**config.mk**
```make
export PLATFORM = sky130hd
export DESIGN_NAME = cq_clp_queue
export DESIGN_NICKNAME = d
export VERILOG_FILES = /design/src/rtl/cq_pkg.sv /design/src/rtl/cq_admit.sv /design/src/rtl/cq_occupancy.sv /design/src/rtl/cq_status.sv /design/src/rtl/cq_clp_queue.sv
export SDC_FILE = /design/constraint.sdc
export NUM_CORES = 1
export LEC_CHECK = 0
export BUFFER_PORTS_ARGS = -buffer_cell sky130_fd_sc_hd__buf_4
export CAP_MARGIN = 20
export CORE_MARGIN = 3
export CORE_UTILIZATION = 39
export CTS_CLUSTER_SIZE = 30
export DETAILED_ROUTE_END_ITERATION = 10
export HOLD_SLACK_MARGIN = 0.03
export PLACE_DENSITY_LB_ADDON = 0.05
export REMOVE_ABC_BUFFERS = 1
export SLEW_MARGIN = 20
export SYNTH_ARGS = -nofsm -noshare
export SYNTH_HDL_FRONTEND = slang
export SYNTH_HIERARCHICAL = 1
export SYNTH_SLANG_ARGS = --single-unit
```
**constraint.sdc**
```tcl
create_clock -name clk -period 10.05 [get_ports clk]
set_clock_uncertainty 0.15 [all_clocks]
set_input_delay 1.005 -clock clk [delete_from_list [all_inputs] [get_ports clk]]
set_output_delay 1.005 -clock clk [all_outputs]
set_load 0.05 [all_outputs]
```
**src/rtl/cq_pkg.sv**
```systemverilog
package cq_pkg;

   typedef enum logic [1:0] {
      ADM_ACCEPT    = 2'd0,
      ADM_CLP_DROP  = 2'd1,
      ADM_FULL_DROP = 2'd2
   } adm_verdict_e;

   localparam int FLAG_CLP = 0;
   localparam int FLAG_OVR = 1;
   localparam int NFLAGS   = 2;

endpackage

```
**src/rtl/cq_admit.sv**
```systemverilog
module cq_admit
   import cq_pkg::*;
#(
   parameter int DEPTH      = 128,
   parameter int CELL_WORDS = 14,
   localparam int CW = $clog2(DEPTH + 1),
   localparam int WW = (CELL_WORDS > 1) ? $clog2(CELL_WORDS) : 1
) (
   input  logic          clk,
   input  logic          rst_n,
   input  logic          in_valid,
   input  logic          in_sop,
   input  logic          in_eop,
   input  logic          in_clp,
   input  logic [CW-1:0] occ,
   input  logic [CW-1:0] fill_limit,
   output logic          wr_en,
   output logic [WW-1:0] wr_word,
   output logic          cell_done,
   output logic          clp_drop,
   output logic          ovr_drop
);

   localparam logic [CW-1:0] DEPTH_C = CW'(DEPTH);
   localparam logic [WW-1:0] LAST_W  = WW'(CELL_WORDS - 1);

   adm_verdict_e  verdict;
   logic          start;
   logic          keep_now;
   logic          keep_q;
   logic [WW-1:0] word_q;
   logic [WW-1:0] word_cur;
   logic [WW-1:0] word_nxt;

   // Verdict for a cell, evaluated on its first word only.
   always_comb begin
      verdict = ADM_ACCEPT;
      if (occ >= DEPTH_C)
         verdict = ADM_FULL_DROP;
      else if (in_clp && (occ > fill_limit))
         verdict = ADM_CLP_DROP;
   end

   assign start     = in_valid & in_sop;
   assign keep_now  = start ? (verdict == ADM_ACCEPT) : keep_q;
   assign wr_en     = in_valid & keep_now;
   assign cell_done = wr_en & in_eop;
   assign clp_drop  = start & (verdict == ADM_CLP_DROP);
   assign ovr_drop  = start & (verdict == ADM_FULL_DROP);

   assign word_cur = start ? '0 : word_q;
   assign wr_word  = word_cur;

   always_comb begin
      if (word_cur == LAST_W)
         word_nxt = word_cur;
      else
         word_nxt = word_cur + 1'b1;
   end

   always_ff @(posedge clk) begin
      if (!rst_n) begin
         keep_q <= 1'b0;
         word_q <= '0;
      end else if (in_valid) begin
         keep_q <= in_eop ? 1'b0 : keep_now;
         if (in_eop)
            word_q <= '0;
         else if (wr_en)
            word_q <= word_nxt;
      end
   end

endmodule

```
**src/rtl/cq_occupancy.sv**
```systemverilog
module cq_occupancy #(
   parameter int DEPTH = 128,
   localparam int CW = $clog2(DEPTH + 1),
   localparam int PW = (DEPTH > 1) ? $clog2(DEPTH) : 1
) (
   input  logic          clk,
   input  logic          rst_n,
   input  logic          push,
   input  logic          pop_req,
   output logic [CW-1:0] occ,
   output logic [PW-1:0] wr_slot,
   output logic [PW-1:0] rd_slot
);

   localparam bit            POW2   = (DEPTH & (DEPTH - 1)) == 0;
   localparam logic [PW-1:0] LAST_S = PW'(DEPTH - 1);

   logic          pop;
   logic [PW-1:0] wr_nxt;
   logic [PW-1:0] rd_nxt;

   assign pop = pop_req & (occ != '0);

   generate
      if (POW2) begin : g_wrap_natural
         assign wr_nxt = wr_slot + 1'b1;
         assign rd_nxt = rd_slot + 1'b1;
      end else begin : g_wrap_compare
         assign wr_nxt = (wr_slot == LAST_S) ? '0 : wr_slot + 1'b1;
         assign rd_nxt = (rd_slot == LAST_S) ? '0 : rd_slot + 1'b1;
      end
   endgenerate

   always_ff @(posedge clk) begin
      if (!rst_n) begin
         occ     <= '0;
         wr_slot <= '0;
         rd_slot <= '0;
      end else begin
         case ({push, pop})
            2'b10:   occ <= occ + 1'b1;
            2'b01:   occ <= occ - 1'b1;
            default: occ <= occ;
         endcase
         if (push) wr_slot <= wr_nxt;
         if (pop)  rd_slot <= rd_nxt;
      end
   end

endmodule

```
**src/rtl/cq_status.sv**
```systemverilog
module cq_status #(
   parameter int NF = 2
) (
   input  logic          clk,
   input  logic          rst_n,
   input  logic [NF-1:0] set,
   input  logic [NF-1:0] clr,
   input  logic [NF-1:0] en,
   output logic [NF-1:0] flags,
   output logic          irq
);

   logic [NF-1:0] flags_nxt;

   generate
      for (genvar g = 0; g < NF; g++) begin : g_flag
         // A new event outranks a clear strobe in the same cycle.
         assign flags_nxt[g] = set[g] | (flags[g] & ~clr[g]);
      end
   endgenerate

   always_ff @(posedge clk) begin
      if (!rst_n)
         flags <= '0;
      else
         flags <= flags_nxt;
   end

   assign irq = |(flags & en);

endmodule

```
**src/rtl/cq_clp_queue.sv**
```systemverilog
module cq_clp_queue
   import cq_pkg::*;
#(
   parameter int DEPTH      = 128,
   parameter int CELL_WORDS = 14,
   localparam int CW = $clog2(DEPTH + 1),
   localparam int PW = (DEPTH > 1) ? $clog2(DEPTH) : 1,
   localparam int WW = (CELL_WORDS > 1) ? $clog2(CELL_WORDS) : 1
) (
   input  logic          clk,
   input  logic          rst_n,
   input  logic          in_valid,
   input  logic          in_sop,
   input  logic          in_eop,
   input  logic          in_clp,
   input  logic [CW-1:0] fill_limit,
   output logic          mem_wr_en,
   output logic [PW-1:0] mem_wr_slot,
   output logic [WW-1:0] mem_wr_word,
   input  logic          rd_cell,
   output logic [PW-1:0] rd_slot,
   output logic [CW-1:0] occupancy,
   input  logic [1:0]    irq_en,
   input  logic [1:0]    stat_clr,
   output logic [1:0]    status,
   output logic          irq
);

   generate
      if (DEPTH < 2) begin : g_bad_depth
         $error("cq_clp_queue: DEPTH must be at least 2");
      end
      if (CELL_WORDS < 1) begin : g_bad_words
         $error("cq_clp_queue: CELL_WORDS must be at least 1");
      end
   endgenerate

   logic              cell_done;
   logic              clp_drop;
   logic              ovr_drop;
   logic [NFLAGS-1:0] events;

   cq_admit #(
      .DEPTH      (DEPTH),
      .CELL_WORDS (CELL_WORDS)
   ) u_admit (
      .clk        (clk),
      .rst_n      (rst_n),
      .in_valid   (in_valid),
      .in_sop     (in_sop),
      .in_eop     (in_eop),
      .in_clp     (in_clp),
      .occ        (occupancy),
      .fill_limit (fill_limit),
      .wr_en      (mem_wr_en),
      .wr_word    (mem_wr_word),
      .cell_done  (cell_done),
      .clp_drop   (clp_drop),
      .ovr_drop   (ovr_drop)
   );

   cq_occupancy #(
      .DEPTH (DEPTH)
   ) u_occ (
      .clk     (clk),
      .rst_n   (rst_n),
      .push    (cell_done),
      .pop_req (rd_cell),
      .occ     (occupancy),
      .wr_slot (mem_wr_slot),
      .rd_slot (rd_slot)
   );

   always_comb begin
      events           = '0;
      events[FLAG_CLP] = clp_drop;
      events[FLAG_OVR] = ovr_drop;
   end

   cq_status #(
      .NF (NFLAGS)
   ) u_status (
      .clk   (clk),
      .rst_n (rst_n),
      .set   (events),
      .clr   (stat_clr),
      .en    (irq_en),
      .flags (status),
      .irq   (irq)
   );

endmodule

```
==> impl_metrics.yaml <==
place:
  port-buffer-count: 48
  dpl.hpwl_um: 3006
  gp_congestion: 0.7595
  post_dp_cell_area_um2: 2333
pwr:
  vdd_ir_drop_max_mv: 0.09681
  power_density_nw_per_um2: 254.0
  power.leakage_uw: 0.001111
  power_uw: 618.5
layout:
  fin_nets: 300
  area_growth_pct: 27.36
  diodes: 0
  final_layout_size_suffix_gt1_frac: 0.2672
  final_area_um2: 2435
synth:
  avgSynthCellArea_um2: 9.061
  synthFlopType: "dfxtp_1"
  syn_inst: 211
  synth_area_um2: 1912
  synth_compound_area_frac: 0.1551
  ys_ff_latch: 29
  synth_top_cell_by_area: "dfxtp_1"
  yosys.area_share.simple: 0.2670
  async_flop_share: 0
  synth_area_leaders: "dfxtp_1 (30%), ha_1 (12%), and2_1 (5.9%)"
  synth_top_family_by_area: "simple AND/OR/NAND/NOR gates"
  synth_warnings: 6
  ys_seq_area_frac: 0.3037
  synth-xor-area-share: 0.06414
  synth-edff-count: 0
  synth_mux_area_frac: 0.03730
  netlist.area_leader.share: 0.3037
  synth_cell_type_count: 50
  synthAdderAreaFrac: 0.1348
routing:
  viasPerCell: 4.930
  drtIter0Drc: 64
  vias: 1612
  postRouteAntennaNets: 0
  wl_met1_um: 1928
  wl_met3_um: 168
  drt-pass1-iter-count: 4
  wire_per_inst_um: 12.12
  drc: 0
  routed_wl_um: 3963
  met2_length_um: 1807
  top_layer: "met4"
grt:
  grt_pass1_wl_um: 6955
  grt_use_total: 0.1440
  grt_max_degree: 33
  overflow: 0
  grt_pass1_vias: 1531
  antenna_found_initial: 0
cts:
  cts_made_buffers: 5
  cts_tree: "built"
  h-tree-depth: 2
  clock_path_buffers: 2
  postCtsSetupRepairBufs: 0
  clock_latency_ps: 280
  cts.sinks: 29
  root_buffer: "clkbuf_8"
  cts_resized: 0
  path_clk_slew_ps: 60
  ctsHoldBuffers: 0
die:
  start_util: 0.4216
  ios: 49
  die_area_um2: 5778
  dieHeight_um: 76.02
  core_region_area_um2: 4534
  die_x_um: 76.02
  num_rows: 24
timing:
  hold_viol: 0
  setup_viol: 0
  worst_pin_slew_ps: 493.3
  max_freq_mhz: 230.3
  fin_crit_ps: 4343
  fin_setup_tns_ps: 0
  slew_violations: 0
  rsz0062_at_grt: "false"
  slew_headroom: 0.6682
  finalCritPeriodShare: 0.4321
worst_hold_path:
  hp-class: "reg -> reg"
critical_path:
  crit_arrival_ps: 4340
  worst-setup-path-type: "in -> reg"
  endpoint_kind: "register"
  required_ps: 10050
  start_kind: "input pin"
  path_max_fanout: 9
run:
  max_cap_viol_count: 0
status:
  status: "complete, no violations"
## cell usage after synthesis, types with 3 or more instances
cell and count:
dfxtp_1 29, ha_1 19, and2_1 18, nand2_1 18, inv_1 14, xnor2_1 10
nand4_1 8, o21ai_0 7, mux2i_1 6, nor2b_1 6, o21a_1 6, nand3_1 5
nor2_1 5, clkbuf_1 4, nand2b_1 4, xor2_1 4, a21boi_0 3, a21o_1 3
a21oi_1 3, o211ai_1 3
## registers in the layout (all words and copies together) (netlist names)
name and flops:
u_status/flags 2, u_occ/rd_slot 7, u_occ/occ 8, u_occ/wr_slot 7
u_admit/word_q 4, u_admit/keep_q 1
## cell type report
type	count	area (um2)
sequential	29	580.6
tap	65	81.33
clock inverter	1	5.005
clock buffer	7	96.34
timing repair buffer	48	360.3
fill	444	2100
multi-input combinational	163	1259
inverter	14	52.55
## cells in the final DEF, fill, tap and decap left out, types with 2 or more instances in the layout
master / netlist / layout
nor3_1: 2 / 2
nand2_1: 18 / 18
nor2_1: 5 / 5
a21o_1: 3 / 3
nand4_1: 8 / 8
nand2b_1: 4 / 4
o2111ai_1: 2 / 2
and3_1: 2 / 2
a21boi_0: 3 / 3
nor4_2: 2 / 2
and2_1: 18 / 18
mux2i_1: 6 / 6
or3_1: 2 / 2
o21ai_0: 7 / 7
o211ai_1: 3 / 3
xnor2_1: 10 / 10
xor2_1: 4 / 4
dfxtp_1: 29 / 29
o21a_1: 6 / 6
ha_1: 19 / 19
nand3_1: 5 / 5
a21oi_1: 3 / 3
nor2b_1: 6 / 6
inv_1: 14 / 14
buf_4: 0 / 48
clkbuf_8: 0 / 7
a31oi_1: 2 / 2
## per-stage QoR
stage                     setup slack, ps  instances  hold slack, ps  utilization
after floorplan                      5317        206           288.7            -
after global placement               5468        319           305.9       0.5146
after detailed placement             5407        319           315.9       0.5146
after CTS                            5701        327           324.1       0.5370
after global routing                 5433        327           343.9       0.5370
final                                5707        327           324.8       0.5370
## layer usage
metal  up-vias  GRT usage
met4         0    0.05435
met3         7    0.04137
met5         -          0
met1       729     0.1829
met2        26     0.2314
li1        850          -
## report_power, final
group	switching, uW	internal, uW	total, uW
Clock	44.2	61.8	106
Sequential	30.5	134	165
Combinational	213	135	348
## final timing paths
| kind | slack (ps) | end | depth (start not counted) | start |
|---|---|---|---|---|
| worst max-delay path | 5710 | u_occ/occ[7]$_SDFFE_PN0P_ | 16 | fill_limit[7] |
| worst min-delay path | 320 | u_admit/word_q[1]$_SDFFE_PN0P_ | 2 | u_admit/word_q[1]$_SDFFE_PN0P_ |
| worst max register to register | 5980 | u_occ/occ[7]$_SDFFE_PN0P_ | 14 | u_occ/occ[7]$_SDFFE_PN0P_ |
| worst min register to register | 320 | u_admit/word_q[1]$_SDFFE_PN0P_ | 2 | u_admit/word_q[1]$_SDFFE_PN0P_ |
## cells by family (layout without fill, tap and decap cells)
logic type	Yosys count	in the layout
adder cells (fa/ha/maj)	20	20
XOR/XNOR	14	14
AND/OR/NAND/NOR	83	83
buffers and inverters	19	70
AO/OA/AOI/OAI	39	39
multiplexers	7	7
flip-flops	29	29
## critical path, stage by stage
cell,delay [ps]
buf_4,70
inv_1,30
ha_1,330
a41o_1,250
a21oi_2,130
nor3_2,90
nor4_4,360
and2_1,310
inv_1,80
ha_1,320
ha_1,380
a21o_1,200
a31o_1,230
o21a_1,180
o311ai_1,230
o41ai_1,110
(Power assumes the default switching activity.)
